[config.mk]
export PLATFORM = sky130hd
export DESIGN_NAME = scl_rate_gen
export DESIGN_NICKNAME = d
export VERILOG_FILES = /design/src/rtl/scl_div_pkg.sv /design/src/rtl/scl_baud_reg.sv /design/src/rtl/scl_pow2_stage.sv /design/src/rtl/scl_linear_stage.sv /design/src/rtl/scl_phase_seq.sv /design/src/rtl/scl_rate_gen.sv
export SDC_FILE = /design/constraint.sdc
export NUM_CORES = 1
export LEC_CHECK = 0
export ABC_CLOCK_PERIOD_IN_PS = 5600
export BUFFER_PORTS_ARGS = -buffer_cell sky130_fd_sc_hd__buf_4
export CAP_MARGIN = 0
export CORE_MARGIN = 2
export CORE_UTILIZATION = 35
export CTS_CLUSTER_DIAMETER = 120
export DETAILED_ROUTE_END_ITERATION = 10
export SLEW_MARGIN = 20
export SYNTH_ARGS = -nofsm -noshare
export SYNTH_HDL_FRONTEND = slang
export SYNTH_SLANG_ARGS = --single-unit
[constraint.sdc]
create_clock -name clk -period 5.6 [get_ports clk]
set_input_delay 0.56 -clock clk [delete_from_list [all_inputs] [get_ports clk]]
set_output_delay 0.56 -clock clk [all_outputs]
set_load 0.01 [all_outputs]
[src/rtl/scl_div_pkg.sv]
// Package: shared constants and the baud field layout for the SCL divider.
// Assumes an 8-bit baud byte whose top bit is unused.
package scl_div_pkg;
    localparam int BAUD_W     = 8;
    localparam int LIN_W      = 4;
    localparam int EXP_W      = 3;
    localparam int SCL_PHASES = 10;
    localparam int PHASE_W    = $clog2(SCL_PHASES);
    localparam int HIGH_FROM  = SCL_PHASES / 2;

    // Field order matters: linear factor sits above the exponent.
    typedef struct packed {
        logic [LIN_W-1:0] lin;
        logic [EXP_W-1:0] expo;
    } baud_fields_t;
endpackage

[src/rtl/scl_baud_reg.sv]
// Module: holds the baud fields and flags a restart on every write.
// Assumes writes are single-cycle strobes; the unused top bit is dropped.
module scl_baud_reg
    import scl_div_pkg::*;
#(
    parameter logic [BAUD_W-1:0] RESET_BAUD = 8'h44
) (
    input  logic              clk,
    input  logic              rst_n,
    input  logic              wr,
    input  logic [BAUD_W-1:0] wdata,
    output baud_fields_t      fields,
    output logic [BAUD_W-1:0] readback,
    output logic              restart
);
    localparam int FIELD_W = LIN_W + EXP_W;

    // Store the programmed fields; reset loads the default rate.
    always_ff @(posedge clk) begin
        if (!rst_n) begin
            fields <= baud_fields_t'(RESET_BAUD[FIELD_W-1:0]);
        end else if (wr) begin
            fields <= baud_fields_t'(wdata[FIELD_W-1:0]);
        end
    end

    // Present the stored byte with the unused upper bits zero.
    assign readback = {{(BAUD_W-FIELD_W){1'b0}}, fields};
    assign restart  = wr;
endmodule

[src/rtl/scl_pow2_stage.sv]
// Module: first divider stage, a free-running counter wrapping every
// 2^(expo+EXP_SHIFT) cycles. Assumes expo is stable between restarts.
module scl_pow2_stage #(
    parameter int N_W       = 3,
    parameter int EXP_SHIFT = 1
) (
    input  logic           clk,
    input  logic           rst_n,
    input  logic           clear,
    input  logic [N_W-1:0] expo,
    output logic           term
);
    localparam int MAX_EXP = (1 << N_W) - 1 + EXP_SHIFT;
    localparam int CNT_W   = (MAX_EXP > 0) ? MAX_EXP : 1;

    logic [CNT_W-1:0] cnt;
    logic [CNT_W-1:0] limit;
    logic [N_W:0]     eff_exp;

    // Pick the exponent offset of the selected variant.
    generate
        if (EXP_SHIFT != 0) begin : g_shifted
            assign eff_exp = {1'b0, expo} + (N_W+1)'(EXP_SHIFT);
        end else begin : g_plain
            assign eff_exp = {1'b0, expo};
        end
    endgenerate

    // Terminal count: eff_exp low bits set, i.e. 2^eff_exp - 1.
    always_comb begin
        for (int i = 0; i < CNT_W; i++) begin
            limit[i] = (i < int'(eff_exp));
        end
    end

    assign term = (cnt == limit);

    // Count up, wrap at the terminal value, restart on clear.
    always_ff @(posedge clk) begin
        if (!rst_n || clear) begin
            cnt <= '0;
        end else if (term) begin
            cnt <= '0;
        end else begin
            cnt <= cnt + 1'b1;
        end
    end
endmodule

[src/rtl/scl_linear_stage.sv]
// Module: second divider stage, counts 0..lin on each first-stage wrap
// and emits one pulse per full cycle. Assumes step is a one-cycle enable.
module scl_linear_stage #(
    parameter int M_W = 4
) (
    input  logic           clk,
    input  logic           rst_n,
    input  logic           clear,
    input  logic           step,
    input  logic [M_W-1:0] lin,
    output logic           wrap
);
    logic [M_W-1:0] cnt;

    assign wrap = step && (cnt == lin);

    // Advance on each step, wrap after lin, restart on clear.
    always_ff @(posedge clk) begin
        if (!rst_n || clear) begin
            cnt <= '0;
        end else if (wrap) begin
            cnt <= '0;
        end else if (step) begin
            cnt <= cnt + 1'b1;
        end
    end
endmodule

[src/rtl/scl_phase_seq.sv]
// Module: steps the SCL phase once per tick and derives the line level.
// Assumes the phase count is even, so low and high halves are equal.
module scl_phase_seq
    import scl_div_pkg::*;
(
    input  logic               clk,
    input  logic               rst_n,
    input  logic               clear,
    input  logic               adv,
    output logic [PHASE_W-1:0] phase,
    output logic               level
);
    localparam logic [PHASE_W-1:0] LAST = PHASE_W'(SCL_PHASES - 1);
    localparam logic [PHASE_W-1:0] HIGH = PHASE_W'(HIGH_FROM);

    // Move to the next phase on a tick; wrap after the last.
    always_ff @(posedge clk) begin
        if (!rst_n || clear) begin
            phase <= '0;
        end else if (adv) begin
            phase <= (phase == LAST) ? '0 : phase + 1'b1;
        end
    end

    assign level = (phase >= HIGH);
endmodule

[src/rtl/scl_rate_gen.sv]
// Module: top of the SCL rate divider. A power-of-two stage feeds a
// linear stage whose wrap is the tick; the phase sequencer follows.
// Assumes one clock domain; tick is an enable, not a clock.
module scl_rate_gen
    import scl_div_pkg::*;
#(
    parameter int                EXP_SHIFT  = 1,
    parameter logic [BAUD_W-1:0] RESET_BAUD = 8'h44
) (
    input  logic               clk,
    input  logic               rst_n,
    input  logic               baud_wr,
    input  logic [BAUD_W-1:0]  baud_wdata,
    output logic [BAUD_W-1:0]  baud_q,
    output logic               tick,
    output logic [PHASE_W-1:0] scl_phase,
    output logic               scl_level
);
    baud_fields_t fields;
    logic         restart;
    logic         pre_term;

    scl_baud_reg #(.RESET_BAUD(RESET_BAUD)) u_baud (
        .clk(clk), .rst_n(rst_n), .wr(baud_wr), .wdata(baud_wdata),
        .fields(fields), .readback(baud_q), .restart(restart)
    );

    scl_pow2_stage #(.N_W(EXP_W), .EXP_SHIFT(EXP_SHIFT)) u_pow2 (
        .clk(clk), .rst_n(rst_n), .clear(restart),
        .expo(fields.expo), .term(pre_term)
    );

    scl_linear_stage #(.M_W(LIN_W)) u_lin (
        .clk(clk), .rst_n(rst_n), .clear(restart), .step(pre_term),
        .lin(fields.lin), .wrap(tick)
    );

    scl_phase_seq u_phase (
        .clk(clk), .rst_n(rst_n), .clear(restart), .adv(tick),
        .phase(scl_phase), .level(scl_level)
    );
endmodule

==> metrics.txt <==
core box area 3660 sq um; Seq/Total Area, Yosys 34.5%; Fillers 373; synth cell count leaders dfxtp_1, nor2_1, xor2_1, mux2i_1; largest net degree at the start of global routing 14; Critical Path AT 2.66 ns; number of synthesized register bits 23; Worst-Margin Slew 0.840 ns; TritonCTS clock tree built; Routed Wire Length 2.65 mm; status finished clean; drc violations 0; vias in the first global route 1074; postcts setup bufs 0; P_leak 0.000626 uW; critical path type register to output pin; initial antenna violation count 0; top_reg_cell synth dfxtp_1; full die area 4320 sq um; synthesis-to-layout area growth 16.0%; Hold Slack 0.492 ns; hpwl dp 1.95 mm; IO Count 25; Hold Path Cell Cnt 1; average cell area after synthesis 9.14 sq um; CTS clk-pin slew, worst paths 0.08 ns; R2R depth 8; final instance area 1550 sq um; top area cells in the synthesized netlist dfxtp_1, mux2i_1, xor2_1; crit-path max FO 7; die height 65.7 microns; max-cap check violation count 0; Clock Path Buffers 2; Die Wd 65.7 microns; initial core utilization 36.4%; total global-route track usage 13.6%; Slew HR 43.9%; final core occ 42.3%; Highest Clock Rate 0.310 GHz; IO Port Bufs 22; met1 Use GR 16.3%; worst skew pair latency 0.26 ns; Clock Skew 0.00178 ns; cell count after synthesis 146; Synth area leader dfxtp_1; Synth warnings 0; Setup Viol. Count Final 0; drt first pass iters 4; post-DR wirelength/cell 12.5 microns; Syn Std Cell Area 1330 sq um; max-slew violation count 0; Row Count 22; total power draw 319 uW; routability cong. 0.734; layout cells sized above 1 20.7%; GR Util met2 23.7%; TNS Setup 0 ns; Post-layout nets 180; RSZ-0062 raised after global routing false; Root Driver clkbuf_8; CP Data Required Time 5.04 ns; Max VDD drop 0.111 mV; Placement Cell Area 1500 sq um; Post-Syn Nets 161; Post-synth ARST share 0%; # H-tree levels 1; GRT overflow 0; reg2reg setup slack 2.89 ns; post-synth cell types 42; via count 1089; vias per cell 5.14; CTS Buf Count 3; CP startpoint kind register; post-CTS sizing 0; crit end category output pin; busiest metal layer after global routing met2; post-cts hold buffer count 0; top-area cell type share of the netlist area 34.5%; fin crit share 57.6%; first-pass GRT wire length 4.62 mm; worst hold path type register to register; power density over cell area 206 nW/um^2; initial DRC count 18; crit path time final 3.22 ns; M3 GR Usage 2.05%; CTS Sinks 23; ANT cells 0; ANT nets after route 0; Post-synth EDFFs 0; final hold viol count 0; most common cell in the netlist dfxtp_1
[cell type report]
class	count	area (sq um)	share of cell area, %
multi-input cells	113	810	52.3
flip-flops and latches	23	460	29.7
repair buffers	22	165	10.7
well taps	48	60.1	3.88
clock buffers	4	45.0	2.91
inverters	2	7.51	0.485
[cells in the final DEF (no fill, tap or decap), types with 5 or more instances in the layout]
master / count
a21oi_1: 5
buf_4: 22
dfxtp_1: 23
mux2i_1: 9
nand2_1: 8
nand3_1: 6
nor2_1: 14
nor2b_1: 8
xnor2_1: 5
xor2_1: 10
[worst paths after layout]
| path | to | start |
|---|---|---|
| setup reg to reg | u_phase.phase[1]$_SDFFE_PP0P_ | u_baud.fields[0]$_SDFFE_PN0P_ |
| hold / removal | u_pow2.cnt[0]$_SDFF_PP0_ | u_pow2.cnt[0]$_SDFF_PP0_ |
| setup / recovery | tick | u_baud.fields[0]$_SDFFE_PN0P_ |
| hold reg to reg | u_pow2.cnt[0]$_SDFF_PP0_ | u_pow2.cnt[0]$_SDFF_PP0_ |
[critical path, cell delays in order, from the launching register on]
cell and delay [ns]:
dfxtp_1 0.44, inv_1 0.08, ha_1 0.36, xnor2_1 0.14, or4_4 0.53, nor4_4 0.18
nor2_1 0.08, nor4b_1 0.41, buf_4 0.20
[flip-flops by register name, summed over array words and instances, names as in the netlist]
name           count
u_phase.phase      4
u_pow2.cnt         8
u_baud.fields      7
u_lin.cnt          4
[power by group]
group          leakage [uW]  switching [uW]  internal (uW)
logic              0.000416            22.2           20.4
clock network     0.0000228            53.0           50.8
registers          0.000187            5.35            167
total              0.000626            80.6            238
[kinds of logic (layout without fill, tap and decap cells)]
kind of cell | after synthesis | in the layout | synth area share [%]
other | 1 | 1 | 0.281
AOI/OAI and AO/OA | 24 | 24 | 12.3
adders and majority gates | 4 | 4 | 3.75
DFF | 23 | 23 | 34.5
and+or+nand+nor | 60 | 60 | 27.8
muxes | 9 | 9 | 6.75
xor gates and xnor gates | 15 | 15 | 9.85
buffers and inverters | 10 | 28 | 4.78
[through the flow]
stage	setup WS, ns	instances
4_1_cts	2.35	212
5_1_grt	2.18	212
2_1_floorplan	2.83	146
3_3_place_gp	2.69	208
6_report	2.38	212
3_5_place_dp	2.66	208
[layer usage]
layer | routed length (microns) | share of wire [%]
met1 | 1280 | 48
met2 | 1250 | 47
met3 | 79 | 3.0
met4 | 41 | 1.5
met5 | 0 | 0
Power figures use the tool's default switching activity.
